--- src/rtl/voter_pkg.sv ---
package voter_pkg;
  typedef enum logic {
    VM_COMPARE = 1'b0,
    VM_MEDIAN  = 1'b1
  } vote_mode_e;

  typedef struct packed {
    logic ab_eq;
    logic bc_eq;
    logic ac_eq;
  } eq_flags_t;
endpackage

--- src/rtl/vote_rst_sync.sv ---
module vote_rst_sync #(
  parameter int STAGES = 2
) (
  input  logic clk,
  input  logic rst_n,
  output logic rst_n_sync
);
  logic [STAGES-1:0] chain_q;
  logic [STAGES-1:0] chain_d;

  always_comb begin
    chain_d = {chain_q[STAGES-2:0], 1'b1};
  end

  always_ff @(posedge clk or negedge rst_n) begin
    if (!rst_n) chain_q <= '0;
    else        chain_q <= chain_d;
  end

  assign rst_n_sync = chain_q[STAGES-1];
endmodule

--- src/rtl/vote_eq_bank.sv ---
module vote_eq_bank
  import voter_pkg::*;
#(
  parameter int W = 8
) (
  input  logic [W-1:0] word_a,
  input  logic [W-1:0] word_b,
  input  logic [W-1:0] word_c,
  output eq_flags_t    eq
);
  always_comb begin
    eq.ab_eq = (word_a == word_b);
    eq.bc_eq = (word_b == word_c);
    eq.ac_eq = (word_a == word_c);
  end
endmodule

--- src/rtl/vote_median.sv ---
module vote_median #(
  parameter int W = 8
) (
  input  logic [W-1:0] word_a,
  input  logic [W-1:0] word_b,
  input  logic [W-1:0] word_c,
  output logic [W-1:0] mid_word
);
  logic a_le_b, b_le_c, a_le_c;
  logic a_mid, b_mid;

  always_comb begin
    a_le_b = (word_a <= word_b);
    b_le_c = (word_b <= word_c);
    a_le_c = (word_a <= word_c);
    a_mid  = (a_le_b && !a_le_c) || (!a_le_b && a_le_c)
             || (word_a == word_b) || (word_a == word_c);
    b_mid  = (a_le_b && b_le_c) || (!a_le_b && !b_le_c);
    if (a_mid)      mid_word = word_a;
    else if (b_mid) mid_word = word_b;
    else            mid_word = word_c;
  end
endmodule

--- src/rtl/vote_core.sv ---
module vote_core
  import voter_pkg::*;
#(
  parameter int W = 8
) (
  input  logic [W-1:0] word_a,
  input  logic [W-1:0] word_b,
  input  logic [W-1:0] word_c,
  input  vote_mode_e   mode,
  output logic [W-1:0] sel_word,
  output logic         sel_disagree,
  output logic         sel_nomaj
);
  eq_flags_t    eq;
  logic [W-1:0] cmp_word;
  logic [W-1:0] med_word;

  vote_eq_bank #(.W(W)) u_eq (
    .word_a(word_a), .word_b(word_b), .word_c(word_c), .eq(eq)
  );

  vote_median #(.W(W)) u_med (
    .word_a(word_a), .word_b(word_b), .word_c(word_c), .mid_word(med_word)
  );

  always_comb begin
    cmp_word     = eq.ab_eq ? word_a : word_c;
    sel_word     = (mode == VM_MEDIAN) ? med_word : cmp_word;
    sel_disagree = !eq.ab_eq;
    sel_nomaj    = !eq.ab_eq && !eq.bc_eq && !eq.ac_eq;
  end
endmodule

--- src/rtl/vote_out_stage.sv ---
module vote_out_stage #(
  parameter int W            = 8,
  parameter bit REGISTER_OUT = 1'b1
) (
  input  logic         clk,
  input  logic         rst_n_sync,
  input  logic [W-1:0] word_d,
  input  logic         dis_d,
  input  logic         nomaj_d,
  output logic [W-1:0] word_q,
  output logic         dis_q,
  output logic         nomaj_q
);
  localparam int PW = W + 2;

  logic [PW-1:0] pack_d;
  assign pack_d = {nomaj_d, dis_d, word_d};

  generate
    if (REGISTER_OUT) begin : g_reg
      logic [PW-1:0] pack_q;
      logic          load_en;
      assign load_en = 1'b1;
      always_ff @(posedge clk or negedge rst_n_sync) begin
        if (!rst_n_sync)  pack_q <= '0;
        else if (load_en) pack_q <= pack_d;
      end
      assign {nomaj_q, dis_q, word_q} = pack_q;
    end else begin : g_pass
      assign {nomaj_q, dis_q, word_q} = pack_d;
    end
  endgenerate
endmodule

--- src/rtl/word_voter3.sv ---
module word_voter3
  import voter_pkg::*;
#(
  parameter int W            = 8,
  parameter bit REGISTER_OUT = 1'b1
) (
  input  logic         clk,
  input  logic         rst_n,
  input  logic [W-1:0] in_a,
  input  logic [W-1:0] in_b,
  input  logic [W-1:0] in_c,
  input  logic         med_sel,
  output logic [W-1:0] vote_out,
  output logic         disagree,
  output logic         no_majority
);
  logic         rst_n_sync;
  logic [W-1:0] sel_word;
  logic         sel_dis, sel_nomaj;
  vote_mode_e   mode;

  assign mode = vote_mode_e'(med_sel);

  vote_rst_sync #(.STAGES(2)) u_rst (
    .clk(clk), .rst_n(rst_n), .rst_n_sync(rst_n_sync)
  );

  vote_core #(.W(W)) u_core (
    .word_a(in_a), .word_b(in_b), .word_c(in_c), .mode(mode),
    .sel_word(sel_word), .sel_disagree(sel_dis), .sel_nomaj(sel_nomaj)
  );

  vote_out_stage #(.W(W), .REGISTER_OUT(REGISTER_OUT)) u_out (
    .clk(clk), .rst_n_sync(rst_n_sync),
    .word_d(sel_word), .dis_d(sel_dis), .nomaj_d(sel_nomaj),
    .word_q(vote_out), .dis_q(disagree), .nomaj_q(no_majority)
  );

  assert_word_is_input_R1: assert property (@(posedge clk) disable iff (!rst_n)
    (sel_word == in_a) || (sel_word == in_b) || (sel_word == in_c));

  assert_pair_pass_R2: assert property (@(posedge clk) disable iff (!rst_n)
    (!med_sel && in_a == in_b) |-> (sel_word == in_a));

  assert_third_pass_R3: assert property (@(posedge clk) disable iff (!rst_n)
    (!med_sel && in_a != in_b) |-> (sel_word == in_c));

  assert_nomaj_implies_dis_R5: assert property (@(posedge clk) disable iff (!rst_n)
    no_majority |-> disagree);

  assert_median_bounds_R6: assert property (@(posedge clk) disable iff (!rst_n)
    med_sel |-> ((((sel_word >= in_a) ? 1 : 0) + ((sel_word >= in_b) ? 1 : 0)
                 + ((sel_word >= in_c) ? 1 : 0)) >= 2 &&
                 (((sel_word <= in_a) ? 1 : 0) + ((sel_word <= in_b) ? 1 : 0)
                 + ((sel_word <= in_c) ? 1 : 0)) >= 2));

  assert_reset_clear_R8: assert property (@(posedge clk)
    !rst_n_sync |-> (vote_out == '0 || !REGISTER_OUT));
endmodule

--- config.mk ---
export PLATFORM = sky130hd
export DESIGN_NAME = word_voter3
export DESIGN_NICKNAME = d
export VERILOG_FILES = /design/src/rtl/voter_pkg.sv /design/src/rtl/vote_rst_sync.sv /design/src/rtl/vote_eq_bank.sv /design/src/rtl/vote_median.sv /design/src/rtl/vote_core.sv /design/src/rtl/vote_out_stage.sv /design/src/rtl/word_voter3.sv
export SDC_FILE = /design/constraint.sdc
export NUM_CORES = 1
export LEC_CHECK = 0
export BUFFER_PORTS_ARGS = -buffer_cell sky130_fd_sc_hd__buf_2
export CAP_MARGIN = 10
export CORE_ASPECT_RATIO = 0.9
export CORE_MARGIN = 2
export CORE_UTILIZATION = 52
export DETAILED_ROUTE_END_ITERATION = 7
export MAX_ROUTING_LAYER = met4
export PLACE_DENSITY_LB_ADDON = 0.15
export SLEW_MARGIN = 20
export SYNTH_ARGS = -nofsm -noshare
export SYNTH_HDL_FRONTEND = slang
export SYNTH_SLANG_ARGS = --single-unit
--- constraint.sdc ---
create_clock -name clk -period 0.8 [get_ports clk]
set_input_delay 0.04 -clock clk [delete_from_list [all_inputs] [get_ports clk]]
set_output_delay 0.04 -clock clk [all_outputs]
set_load 0.03 [all_outputs]
==> results by group, run 1 <==
Run status
  • Last stage: 4_1_cts
  • Error message: [ERROR DPL-0033] detailed placement checks failed during check placement.
  • Status: did not finish

Die
  • Row count: 16
  • Die Height: 50.6 um
  • Die width: about 56 um
  • I/O pins: 37
  • Initial core utilization: 56.5%

Yosys
  • #FFs+latches synth: 12
  • Register area share after synthesis: 23.9%
  • Yosys top cell area share: 23.9%
  • Syn Nets: a little under 200
  • Gate Count Post-Synth: 142
  • Largest cells by area after synthesis: dfrtp_1 24%, ha_1 24%, a21oi_1 6.4%
  • Synth Flop Type: dfrtp_1
  • Mean Syn Cell Area: 8.85 um2
  • Commonest cells post-synth: 24 x ha_1, 18 x inv_1, 16 x a21oi_1, 12 x dfrtp_1, 11 x nor2_1
  • Post-synth top area cell: dfrtp_1
  • Post-synth EDFFs: 0
  • Post-Synthesis Cell Area: 1260 um2
  • Number of library cell types mapped by synthesis: 33
  • Synth warnings: 0
  • Share of synthesized registers carrying an async set or reset: 100%
  • Count leader, synth: ha_1

Place
  • Pre-CTS setup slack: -1.45 ns
  • Dpl hpwl: around 3.3 mm
  • Placed cell count: 237
  • Port buffer count: 36
  • GP Congestion: between 0.9 and 1

CTS
  • Post-CTS Resized: 50
  • Deepest clock path buffer count: 2
  • Post-CTS setup buffer count: 5
  • CTS root buf: clkbuf_4
  • Total CTS buffers: 3
  • Hold_buf cts: 1
  • Htree depth: 1
  • Number of clock sinks: 12
## kinds of logic after synthesis
| group | share of synthesized area [%] |
|---|---|
| AO/OA/AOI/OAI | 19.7 |
| multiplexers | 4.78 |
| buffers and inverters | 6.27 |
| AND/OR/NAND/NOR | 18.9 |
| XOR/XNOR | 2.19 |
| flip-flops | 23.9 |
| adder cells (fa/ha/maj) | 23.9 |
| other | 0.299 |
## stage by stage
step / cell area [um2] / utilization [%]
floorplan: 1450 / -
global placement: 1920 / 86.4
detailed placement: 1920 / 86.4
==> run 2, diff against run 1 <==
CORE_AREA = 2 2 63 65   (was unset)
CORE_ASPECT_RATIO = unset   (was 0.9)
CORE_MARGIN = unset   (was 2)
CORE_UTILIZATION = unset   (was 52)
DIE_AREA = 0 0 65 67   (was unset)
MAX_ROUTING_LAYER = unset   (was met4)
==> run 2 against run 1 <==
The flow now finishes, with violations (setup timing). Synthesized cell count stayed put. Synthesized area did not move.
==> results by group, run 2 <==
Worst setup path
  • Worst setup endpoint: u_out.g_reg.pack_q[6]
  • Crit path kind: in2reg
  • Worst path required time: 0.92 ns
  • Slowest-stage cell, CP: or3b_4
  • Worst r2r src: u_rst.chain_q[0]
  • Critical Path Fanout Max: 3
  • Reg2reg end: u_rst.chain_q[1]
  • Critical Path, Cell by Cell: buf_12 -> inv_12 -> ha_4 -> nor2b_1 -> o211ai_1 -> a21oi_1 -> or2_1 -> and4b_1 -> or3b_4 -> a221o_2
  • Crit path from: in_c[1]
  • Worst R2R Setup Slack: about 0.34 ns
  • Max incr delay on CP: 0.40 ns
  • Crit end category: register
  • Crit path DAT: roughly 2.0 ns
  • R2r worst-path depth: 0
  • Worst setup SP type: input port

Yosys
  • Post-synth EDFFs: 0 (unchanged)
  • Commonest cells post-synth: 24 x ha_1, 18 x inv_1, 16 x a21oi_1, 12 x dfrtp_1, 11 x nor2_1
  • Largest cells by area after synthesis: dfrtp_1 24%, ha_1 24%, a21oi_1 6.4%
  • Yosys top cell area share: 23.9% (unchanged)
  • Synth Flop Type: dfrtp_1
  • Post-Synthesis Cell Area: 1260 um2 (unchanged)
  • Post-synth top area cell: dfrtp_1
  • Share of synthesized registers carrying an async set or reset: 100% (unchanged)
  • Gate Count Post-Synth: 142 (unchanged)
  • #FFs+latches synth: 12 (unchanged)
  • Register area share after synthesis: 23.9% (unchanged)
  • Number of library cell types mapped by synthesis: 33 (unchanged)
  • Mean Syn Cell Area: 8.85 um2 (unchanged)
  • Synth warnings: 0 (unchanged)
  • Count leader, synth: ha_1
  • Syn Nets: 193 (unchanged)

Timing
  • Pins Over Slew Limit: 0
  • Final Hold Violating Endpoints: 0
  • Clock Skews: 0.00128 ns
  • Fmax: 540 MHz
  • Hold_ws: 0.111 ns
  • Fin Setup TNS: -7.72 ns
  • Tcrit/Tclk final: 232%
  • Minimum clock period after layout: 1.85 ns
  • Post-route worst setup slack: -1.05 ns
  • RSZ-0062 raised after global routing: yes
  • Final Setup Violations: 9

Drt
  • DRT Pass-1 Iters: 4
  • DR vias: 1370
  • Routed len/inst: roughly 15 um
  • Routed vias/inst: 5.11
  • Initial drt markers: 34
  • # DRC: 0
  • Post-DRT Antenna Nets: 0
  • Post-Route WL: approximately 3.9 mm

Layout
  • Net count, final: 272
  • P&R area growth vs syn: 88.9%
  • Top Registers: u_out.g_reg.pack_q: 10 flops, u_rst.chain_q: 2 flops
  • Layout cell share with drive strength beyond 1: 59.5%
  • Final core utilization: 65.8%
  • Number of flip-flops in the largest register: 10
  • Commonest non-fill, non-tap cells in the layout: 36 x buf_4, 26 x buf_6, 14 x a21oi_1, 14 x ha_4, 12 x dfrtp_1
  • Post-route cell area: about 2400 um2
  • ANT cells: 0
  • Filler cell count: ~290
  • Most common cell after layout, fill and taps aside: buf_4
  • Biggest register: u_out.g_reg.pack_q

Die
  • Die area: 4360 um2
  • Die width: 65 um (+16%)
  • I/O pins: 37 (unchanged)
  • Die Height: 67 um (+32%)
  • Initial core utilization: 34.8% (-22 points)
  • Row count: 22 (+6)
  • Core box area: approximately 3600 um2

Place
  • Dpl hpwl: 3.04 mm (-8.0%)
  • GP Congestion: 0.869 (-8.2%)
  • Port buffer count: 36 (unchanged)
  • Post-DP Area: 1930 um2 (+0.59%)
  • Pre-CTS setup slack: -1.40 ns (+0.0497 ns)

Job
  • Max_cap viols: 0

Run status
  • Status: finished with violations
  • Failing checks: setup timing

CTS
  • CTS root buf: clkbuf_8
  • Htree depth: 1 (unchanged)
  • Deepest clock path buffer count: 2 (unchanged)
  • Worst-path clk slew: ~0.050 ns
  • Number of clock sinks: 12 (unchanged)
  • TritonCTS clock tree: yes
  • Total CTS buffers: 3 (unchanged)
  • Worst skew pair latency: 0.24 ns

Pwr
  • Leakage: 1.05 nW
  • Maximum VDD drop: 0.495 mV
  • PD cells: ~1300 nW/um2

Hold path
  • HP Class: in2async

Global routing
  • Vias in the first global route: 1492
  • Overflow after GRT: 0
  • Initial antenna violation count: 0
  • Global-route wire length before repair: roughly 6.5 mm
  • Pin count of the biggest net entering global routing: 13
  • Gr usage total: 19.5%
run 2: cell counts after synthesis:
Identical to the previous run, type by type.
run 2: worst max-delay path, delay by kind of cell:
family | cells | cell delay (ns)
fa+ha+maj | 1 | 0.18
simple gates | 4 | 0.95
buf+inv | 2 | 0.16
compound gates | 3 | 0.64
run 2: worst min path at each step:
| stage | start | endpoint | slack [ns] | cells past startpoint |
|---|---|---|---|---|
| 2_1_floorplan | rst_n | u_rst.chain_q[0] | -0.26 | 0 |
| 3_3_place_gp | rst_n | u_rst.chain_q[0] | -0.18 | 1 |
| 3_5_place_dp | rst_n | u_rst.chain_q[1] | -0.17 | 1 |
| 4_1_cts | rst_n | u_rst.chain_q[0] | 0.11 | 2 |
| 5_1_grt | rst_n | u_rst.chain_q[0] | 0.13 | 2 |
| 6_report | rst_n | u_rst.chain_q[0] | 0.11 | 2 |
run 2: where the power goes:
part | switching, mW | internal (mW) | leakage, nW | total (mW)
Combinational | 0.787 | 0.873 | 0.889 | 1.66
Clock | 0.210 | 0.434 | 0.0288 | 0.643
Sequential | 0.0386 | 0.680 | 0.132 | 0.719
run 2: final cells by class:
cell class | count | area (um2) | area share, %
Sequential cell | 12 | 300 | 12.7
Inverter | 19 | 109 | 4.59
Clock buffer | 4 | 55.1 | 2.32
Multi-Input combinational cell | 109 | 1150 | 48.5
Tap cell | 48 | 60.1 | 2.53
Timing Repair Buffer | 76 | 698 | 29.4
run 2: per-stage QoR:
stage          power, mW  std cells
6_report            3.02        268
5_1_grt             3.19        268
4_1_cts             2.83        265
3_5_place_dp        2.02        256
3_3_place_gp        1.98        256
2_1_floorplan       1.47        142
run 2: timing repair:
action / CTS / global route
pin swaps: 11 / 9
setup buffers: 4 / 3
resized for setup: 53 / 40
hold endpoints to repair: 2 / 0
hold buffers: 1 / 0
setup endpoints to repair: 16 / 18
run 2: cell families (layout without fill, tap and decap cells):
group           Yosys count  in the layout  synth area share (%)
simple gates             41             41                  18.9
flops                    12             12                  23.9
other cells               1              1                 0.299
compound gates           36             36                  19.7
buf+inv                  21             99                  6.27
fa+ha+maj                24             24                  23.9
xor+xnor                  1              1                  2.19
mux                       6              6                  4.78
run 2: per-layer routing:
layer	track usage (%)	up-vias	wire [um]
met5	0	-	0
met4	7.18	0	97
met3	1.35	11	102
met2	35.8	30	2020
met1	23.7	645	1680
li1	-	684	-
(Power assumes the default switching activity.)
==> run 3, diff against run 2 <==
ABC_AREA = 1   (was unset)
PLACE_DENSITY_LB_ADDON = 0.05   (was 0.15)
==> run 3 against run 2 <==
Largest cell class unchanged. Clock-buffer cell count fell by 1. Global-route usage rose by 2.5 points. Cell area rose by 13%. Synthesized cell count rose by 48%. Largest power group unchanged. Die area did not move. Highest routed layer unchanged. The flow still finishes with violations (setup timing). Register-to-register slack got worse by 0.02 ns. Wire length rose by 18%. Worst hold slack improved by 0.0068 ns. Combinational power rose by 10%. Clock skew fell by 0.0011 ns. Sequential share of layout area fell by 1.5 points. Critical path type unchanged.
==> results by group, run 3 <==
Yosys
  • Synth warnings: 0 (unchanged)
  • Post-Synthesis Cell Area: 1390 um2 (+11%)
  • Largest cells by area after synthesis: dfrtp_1 22%, ha_1 22%, nand2_1 16%
  • Mean Syn Cell Area: 6.63 um2 (-25%)
  • Post-synth top area cell: dfrtp_1
  • Number of library cell types mapped by synthesis: 19 (-42%)
  • Syn Nets: 261 (+35%)
  • Commonest cells post-synth: 60 x nand2_1, 38 x inv_1, 32 x nand3_1, 24 x ha_1
  • Register area share after synthesis: 21.6% (-2.3 points)
  • Gate Count Post-Synth: 210 (+48%)
  • Post-synth EDFFs: 0 (unchanged)
  • Count leader, synth: nand2_1
  • Yosys top cell area share: 21.6% (-2.3 points)
  • Synth Flop Type: dfrtp_1
  • #FFs+latches synth: 12 (unchanged)
  • Share of synthesized registers carrying an async set or reset: 100% (unchanged)

CTS
  • Worst skew pair latency: 0.23 ns (about the same)
  • CTS root buf: clkbuf_8
  • Number of clock sinks: 12 (unchanged)
  • Deepest clock path buffer count: 2 (unchanged)
  • Total CTS buffers: 3 (unchanged)
  • Htree depth: 1 (unchanged)
  • Worst-path clk slew: 0.04 ns (about the same)
  • TritonCTS clock tree: yes

Drt
  • # DRC: 0 (unchanged)
  • Routed vias/inst: 4.94 (-3.3%)
  • DR vias: 1626 (+19%)
  • DRT Pass-1 Iters: 4 (unchanged)
  • Post-Route WL: 4.58 mm (+18%)
  • Post-DRT Antenna Nets: 0 (unchanged)
  • Routed len/inst: 13.9 um (-4.2%)
  • Initial drt markers: 104 (+210%)

Timing
  • Pins Over Slew Limit: 0 (unchanged)
  • Tcrit/Tclk final: 173% (-58 points)
  • Minimum clock period after layout: 1.39 ns (-0.465 ns)
  • Final Hold Violating Endpoints: 0 (unchanged)
  • Post-route worst setup slack: -0.587 ns (+0.465 ns)
  • Clock Skews: 0.000189 ns (-0.00109 ns)
  • Hold_ws: 0.118 ns (+0.00685 ns)
  • RSZ-0062 raised after global routing: yes
  • Final Setup Violations: 10 (+1)
  • Fin Setup TNS: -4.70 ns (+3.03 ns)
  • Fmax: 721 MHz (+34%)

Global routing
  • Vias in the first global route: 1554 (+4.2%)
  • Gr usage total: 22.0% (+2.5 points)
  • Pin count of the biggest net entering global routing: 16 (+3)
  • Initial antenna violation count: 0 (unchanged)
  • Global-route wire length before repair: 7.47 mm (+14%)
  • Overflow after GRT: 0 (unchanged)

Die
  • Die area: 4360 um2 (unchanged)
  • I/O pins: 37 (unchanged)
  • Initial core utilization: 38.6% (+3.8 points)
  • Row count: 22 (unchanged)
  • Core box area: 3610 um2 (unchanged)
  • Die width: 65 um (unchanged)
  • Die Height: 67 um (unchanged)

Place
  • Post-DP Area: 2200 um2 (+14%)
  • Port buffer count: 36 (unchanged)
  • GP Congestion: 0.768 (-12%)
  • Placed cell count: 322 (+26%)
  • Dpl hpwl: 3.41 mm (+12%)
  • Pre-CTS setup slack: -0.915 ns (+0.483 ns)

Layout
  • ANT cells: 0 (unchanged)
  • Number of flip-flops in the largest register: 10 (unchanged)
  • Top Registers: u_out.g_reg.pack_q: 10 flops, u_rst.chain_q: 2 flops
  • Biggest register: u_out.g_reg.pack_q
  • Layout cell share with drive strength beyond 1: 61.2% (+1.7 points)
  • Filler cell count: 287 (-0.69%)
  • Layout Cells excl Fill: 329 (+23%)
  • Final core utilization: 74.4% (+8.6 points)
  • Commonest non-fill, non-tap cells in the layout: 36 x nand2_1, 34 x buf_4, 23 x buf_6
  • Net count, final: 334 (+23%)
  • Post-route cell area: 2680 um2 (+13%)
  • P&R area growth vs syn: 92.7%
  • Most common cell after layout, fill and taps aside: nand2_1

Pwr
  • Overall power: 3.05 mW (+0.93%)
  • Leakage: 1.33 nW (+27%)
  • PD cells: 1140 nW/um2 (-11%)
  • Maximum VDD drop: 0.563 mV (+14%)

Worst setup path
  • Crit path kind: in2reg
  • Critical Path Fanout Max: 8 (+5)
  • Worst path required time: 0.97 ns (+0.05 ns)
  • Worst setup SP type: input port
  • Crit end category: register
  • Crit path DAT: 1.55 ns (-0.42 ns)

Hold path
  • HP Class: in2async

Run status
  • Status: finished with violations
  • Failing checks: setup timing

Job
  • Max_cap viols: 0 (unchanged)
-- run 3: cell count changes after synthesis, sizes merged, moves of 5 or more --
cell / change
nand2: +59
mux2i: -6
nand3: +31
inv: +21
nor3: -7
o211ai: +5
a221oi: -6
-- run 3: power by group --
part | internal, mW | total [mW] | switching, mW
clock network | 0.328 | 0.506 | 0.178
registers | 0.674 | 0.710 | 0.0355
logic | 0.825 | 1.83 | 1.01
-- run 3: cells by family (layout without fill, tap and decap cells) --
| kind of cell | Yosys count | in the layout | share of synthesized area [%] |
|---|---|---|---|
| adder cells (fa/ha/maj) | 24 | 24 | 21.6 |
| other | 1 | 1 | 0.269 |
| AO/OA/AOI/OAI | 24 | 25 | 11.2 |
| AND/OR/NAND/NOR | 107 | 107 | 33.5 |
| flip-flops | 12 | 12 | 21.6 |
| buffers and inverters | 42 | 112 | 11.9 |
-- run 3: timing repair --
action | CTS | global route
setup buffers | 1 | 1
pin swaps | 35 | 17
gates cloned | 1 | 0
hold buffers | 1 | 0
setup endpoints to repair | 11 | 19
gates resized for setup | 70 | 52
endpoints found under the hold margin | 2 | 0
-- run 3: layer usage --
metal / GRT usage, % / routed length (um) / vias to the layer above
met3: 1.01 / 174 / 2
met1: 30.3 / 2100 / 739
met4: 5.59 / 16 / 0
met5: 0 / 0 / -
li1: - / - / 835
met2: 37.6 / 2290 / 50
-- run 3: path summary, 6_finish.rpt --
check,from,endpoint,slack (ns),cells past startpoint
min in group clk,in_c[5],u_out.g_reg.pack_q[5],0.18,5
setup reg to reg,u_rst.chain_q[0],u_rst.chain_q[1],0.32,0
max in group asynchronous,u_rst.chain_q[1],u_out.g_reg.pack_q[3],0.38,0
hold / removal,rst_n,u_rst.chain_q[0],0.12,2
hold reg to reg,u_rst.chain_q[1],u_out.g_reg.pack_q[7],0.15,0
setup / recovery,in_b[3],u_out.g_reg.pack_q[1],-0.59,12
-- run 3: final cells by class --
type,instances,area [um2],share of cell area (%)
multi-input cells,157,1470,54.7
repair buffers,69,609,22.7
flip-flops and latches,12,300,11.2
inverters,40,205,7.65
well taps,48,60.1,2.24
clock buffers,3,41.3,1.54
-- run 3: worst max-delay path: stages --
cell and delay (ns):
buf_6 0.10, inv_6 0.03, ha_4 0.24, a21oi_2 0.16, nand2_2 0.11, a21oi_2 0.17, nand2_2 0.11, a21oi_4 0.25
inv_4 0.10, nand2_2 0.08, nand3_1 0.08, nand2_1 0.07
==> run 4, diff against run 3 <==
ABC_AREA = unset   (was 1)
==> run 4 against run 3 <==
Critical endpoint is now u_out.g_reg.pack_q[6]. Clock skew up 0.0014 ns. Clock power up 26%. Flip-flop and latch count unchanged. Sequential power up 1%. Setup slack worse by 0.45 ns. Worst hold slack worse by 0.0018 ns. First-iteration DRC count down 50%. The run still ends with setup timing left. Register-to-register slack about the same. Clock-buffer cell count up 1. Wire length down 13%.
==> results by group, run 4 (same netlist as run 2, synthesis figures left out) <==
Worst setup path
  • Crit path DAT: 1.96 ns (+0.41 ns)
  • Crit end category: register
  • Worst path required time: 0.92 ns (-0.05 ns)
  • Crit path kind: in2reg
  • Critical Path Fanout Max: 4 (-4)
  • Worst setup SP type: input port

Die
  • Initial core utilization: 34.8% (-3.8 points)
  • Die area: 4360 um2 (unchanged)
  • Die Height: 67 um (unchanged)
  • Core box area: 3610 um2 (unchanged)
  • Die width: 65 um (unchanged)
  • Row count: 22 (unchanged)
  • I/O pins: 37 (unchanged)

Pwr
  • Maximum VDD drop: 0.567 mV (+0.78%)
  • Flop pwr share: 23.5% (+0.2 points)
  • PD cells: 1240 nW/um2 (+8.7%)
  • Cell Int Power: 2.00 mW (+9.5%)
  • Logic pwr share: 55.7% (-4.4 points)
  • Switching power: 1.06 mW (-13%)
  • Leakage: 1.08 nW (-19%)
  • Overall power: 3.06 mW (+0.36%)
  • Clock power share: 20.8% (+4.2 points)
  • Sw Ratio: 34.6% (-5.5 points)

Layout
  • Commonest non-fill, non-tap cells in the layout: 46 x buf_4, 19 x ha_4, 15 x buf_6, 12 x dfrtp_1, 11 x a21oi_1
  • ANT cells: 0 (unchanged)
  • Layout cell share with drive strength beyond 1: 63.8% (+2.6 points)
  • Top Registers: u_out.g_reg.pack_q: 10 flops, u_rst.chain_q: 2 flops
  • Net count, final: 276 (-17%)
  • Filler cell count: 266 (-7.3%)
  • Biggest register: u_out.g_reg.pack_q
  • Number of flip-flops in the largest register: 10 (unchanged)
  • Most common cell after layout, fill and taps aside: buf_4
  • Layout Cells excl Fill: 272 (-17%)
  • Final core utilization: 68.7% (-5.7 points)
  • P&R area growth vs syn: 97.2%

Drt
  • # DRC: 0 (unchanged)
  • Routed vias/inst: 5.07 (+2.5%)
  • Routed len/inst: 14.6 um (+5.2%)
  • Post-Route WL: 3.98 mm (-13%)
  • DR vias: 1378 (-15%)
  • Initial drt markers: 52 (-50%)
  • DRT Pass-1 Iters: 4 (unchanged)
  • Post-DRT Antenna Nets: 0 (unchanged)

Global routing
  • Gr usage total: 19.4% (-2.6 points)
  • Pin count of the biggest net entering global routing: 13 (-3)
  • Vias in the first global route: 1466 (-5.7%)
  • Global-route wire length before repair: 6.53 mm (-13%)
  • Overflow after GRT: 0 (unchanged)
  • Initial antenna violation count: 0 (unchanged)

Timing
  • Fmax: 545 MHz (-24%)
  • Final Hold Violating Endpoints: 0 (unchanged)
  • RSZ-0062 raised after global routing: yes
  • Hold_ws: 0.116 ns (-0.00184 ns)
  • Pins Over Slew Limit: 0 (unchanged)
  • Final Setup Violations: 10 (unchanged)
  • Clock Skews: 0.00154 ns (+0.00135 ns)
  • Tcrit/Tclk final: 229% (+56 points)
  • Minimum clock period after layout: 1.84 ns (+0.448 ns)
  • Post-route worst setup slack: -1.04 ns (-0.448 ns)

CTS
  • Htree depth: 1 (unchanged)
  • TritonCTS clock tree: yes
  • Worst-path clk slew: 0.05 ns (about the same)
  • Deepest clock path buffer count: 2 (unchanged)
  • Number of clock sinks: 12 (unchanged)
  • CTS root buf: clkbuf_8
  • Total CTS buffers: 3 (unchanged)
  • Worst skew pair latency: 0.24 ns (about the same)

Place
  • Placed cell count: 260 (-19%)
  • GP Congestion: 0.838 (+9.1%)
  • Pre-CTS setup slack: -1.32 ns (-0.408 ns)
  • Port buffer count: 36 (unchanged)
  • Dpl hpwl: 3.10 mm (-8.9%)

Run status
  • Failing checks: setup timing
  • Status: finished with violations

Job
  • Max_cap viols: 0 (unchanged)

Hold path
  • HP Class: in2async
## run 4: cell count changes in the layout (fill, tap and decap cells not counted), moves of 12 or more
cell	change
nand2_4	-13
inv_1	-15
nand3_2	-13
buf_4	+12
nand2_2	-15
nand3_1	-18
nand2_1	-31
## run 4: path summary, 6_finish.rpt
check,slack (ns),to,from,depth (start not counted)
worst min register to register,0.15,u_out.g_reg.pack_q[6],u_rst.chain_q[1],0
worst min-delay path,0.12,u_rst.chain_q[1],rst_n,2
min in group clk,0.18,u_out.g_reg.pack_q[0],in_c[0],3
max in group asynchronous,0.38,u_out.g_reg.pack_q[8],u_rst.chain_q[1],0
worst max-delay path,-1.04,u_out.g_reg.pack_q[6],in_b[1],10
worst max register to register,0.31,u_rst.chain_q[1],u_rst.chain_q[0],0
## run 4: layer usage
layer	routed length, um	part of all wire, %	vias up	global-route usage (%)
met2	1930	48	29	34.8
met1	1860	47	650	24.4
met3	123	3.1	8	1.52
met5	0	0	-	0
li1	-	-	691	-
met4	65	1.6	0	6.38
## run 4: final cells by class
type	instances	area (um2)	area share (%)
Sequential cell	12	300	12.1
Multi-Input combinational cell	109	1220	49.4
Inverter	19	119	4.80
Timing Repair Buffer	80	719	29.0
Tap cell	48	60.1	2.42
Clock buffer	4	55.1	2.22
## run 4: power groups by stage
stage | logic, mW | clock network [mW] | registers [mW]
floorplan | 0.612 | 0 | 0.855
global placement | 1.31 | 0 | 0.713
detailed placement | 1.33 | 0 | 0.714
CTS | 1.47 | 0.652 | 0.713
global route | 1.83 | 0.692 | 0.728
finish | 1.70 | 0.637 | 0.720
## run 4: through the flow
stage	instance area [um2]	TNS (ns)
detailed placement	1990	-10.98
CTS	2230	-7.68
global placement	1990	-10.67
floorplan	1450	-7.42
global route	2480	-8.55
finish	2480	-7.85
## run 4: repair_timing
item                                    4_1_cts  5_1_grt
pin swaps                                    10       19
hold buffers                                  1        0
gates resized for setup                      41       62
cloned                                        0        0
buffers inserted                              3        4
endpoints found under the hold margin         2        0
endpoints found under the setup margin       16       20
## run 4: critical path, cell delays in order
cell	delay, ns
buf_12	0.11
inv_6	0.05
ha_4	0.19
nor2b_4	0.12
o211ai_1	0.19
a21o_1	0.23
nand2_2	0.08
and4b_1	0.22
or3b_4	0.38
a221o_2	0.35
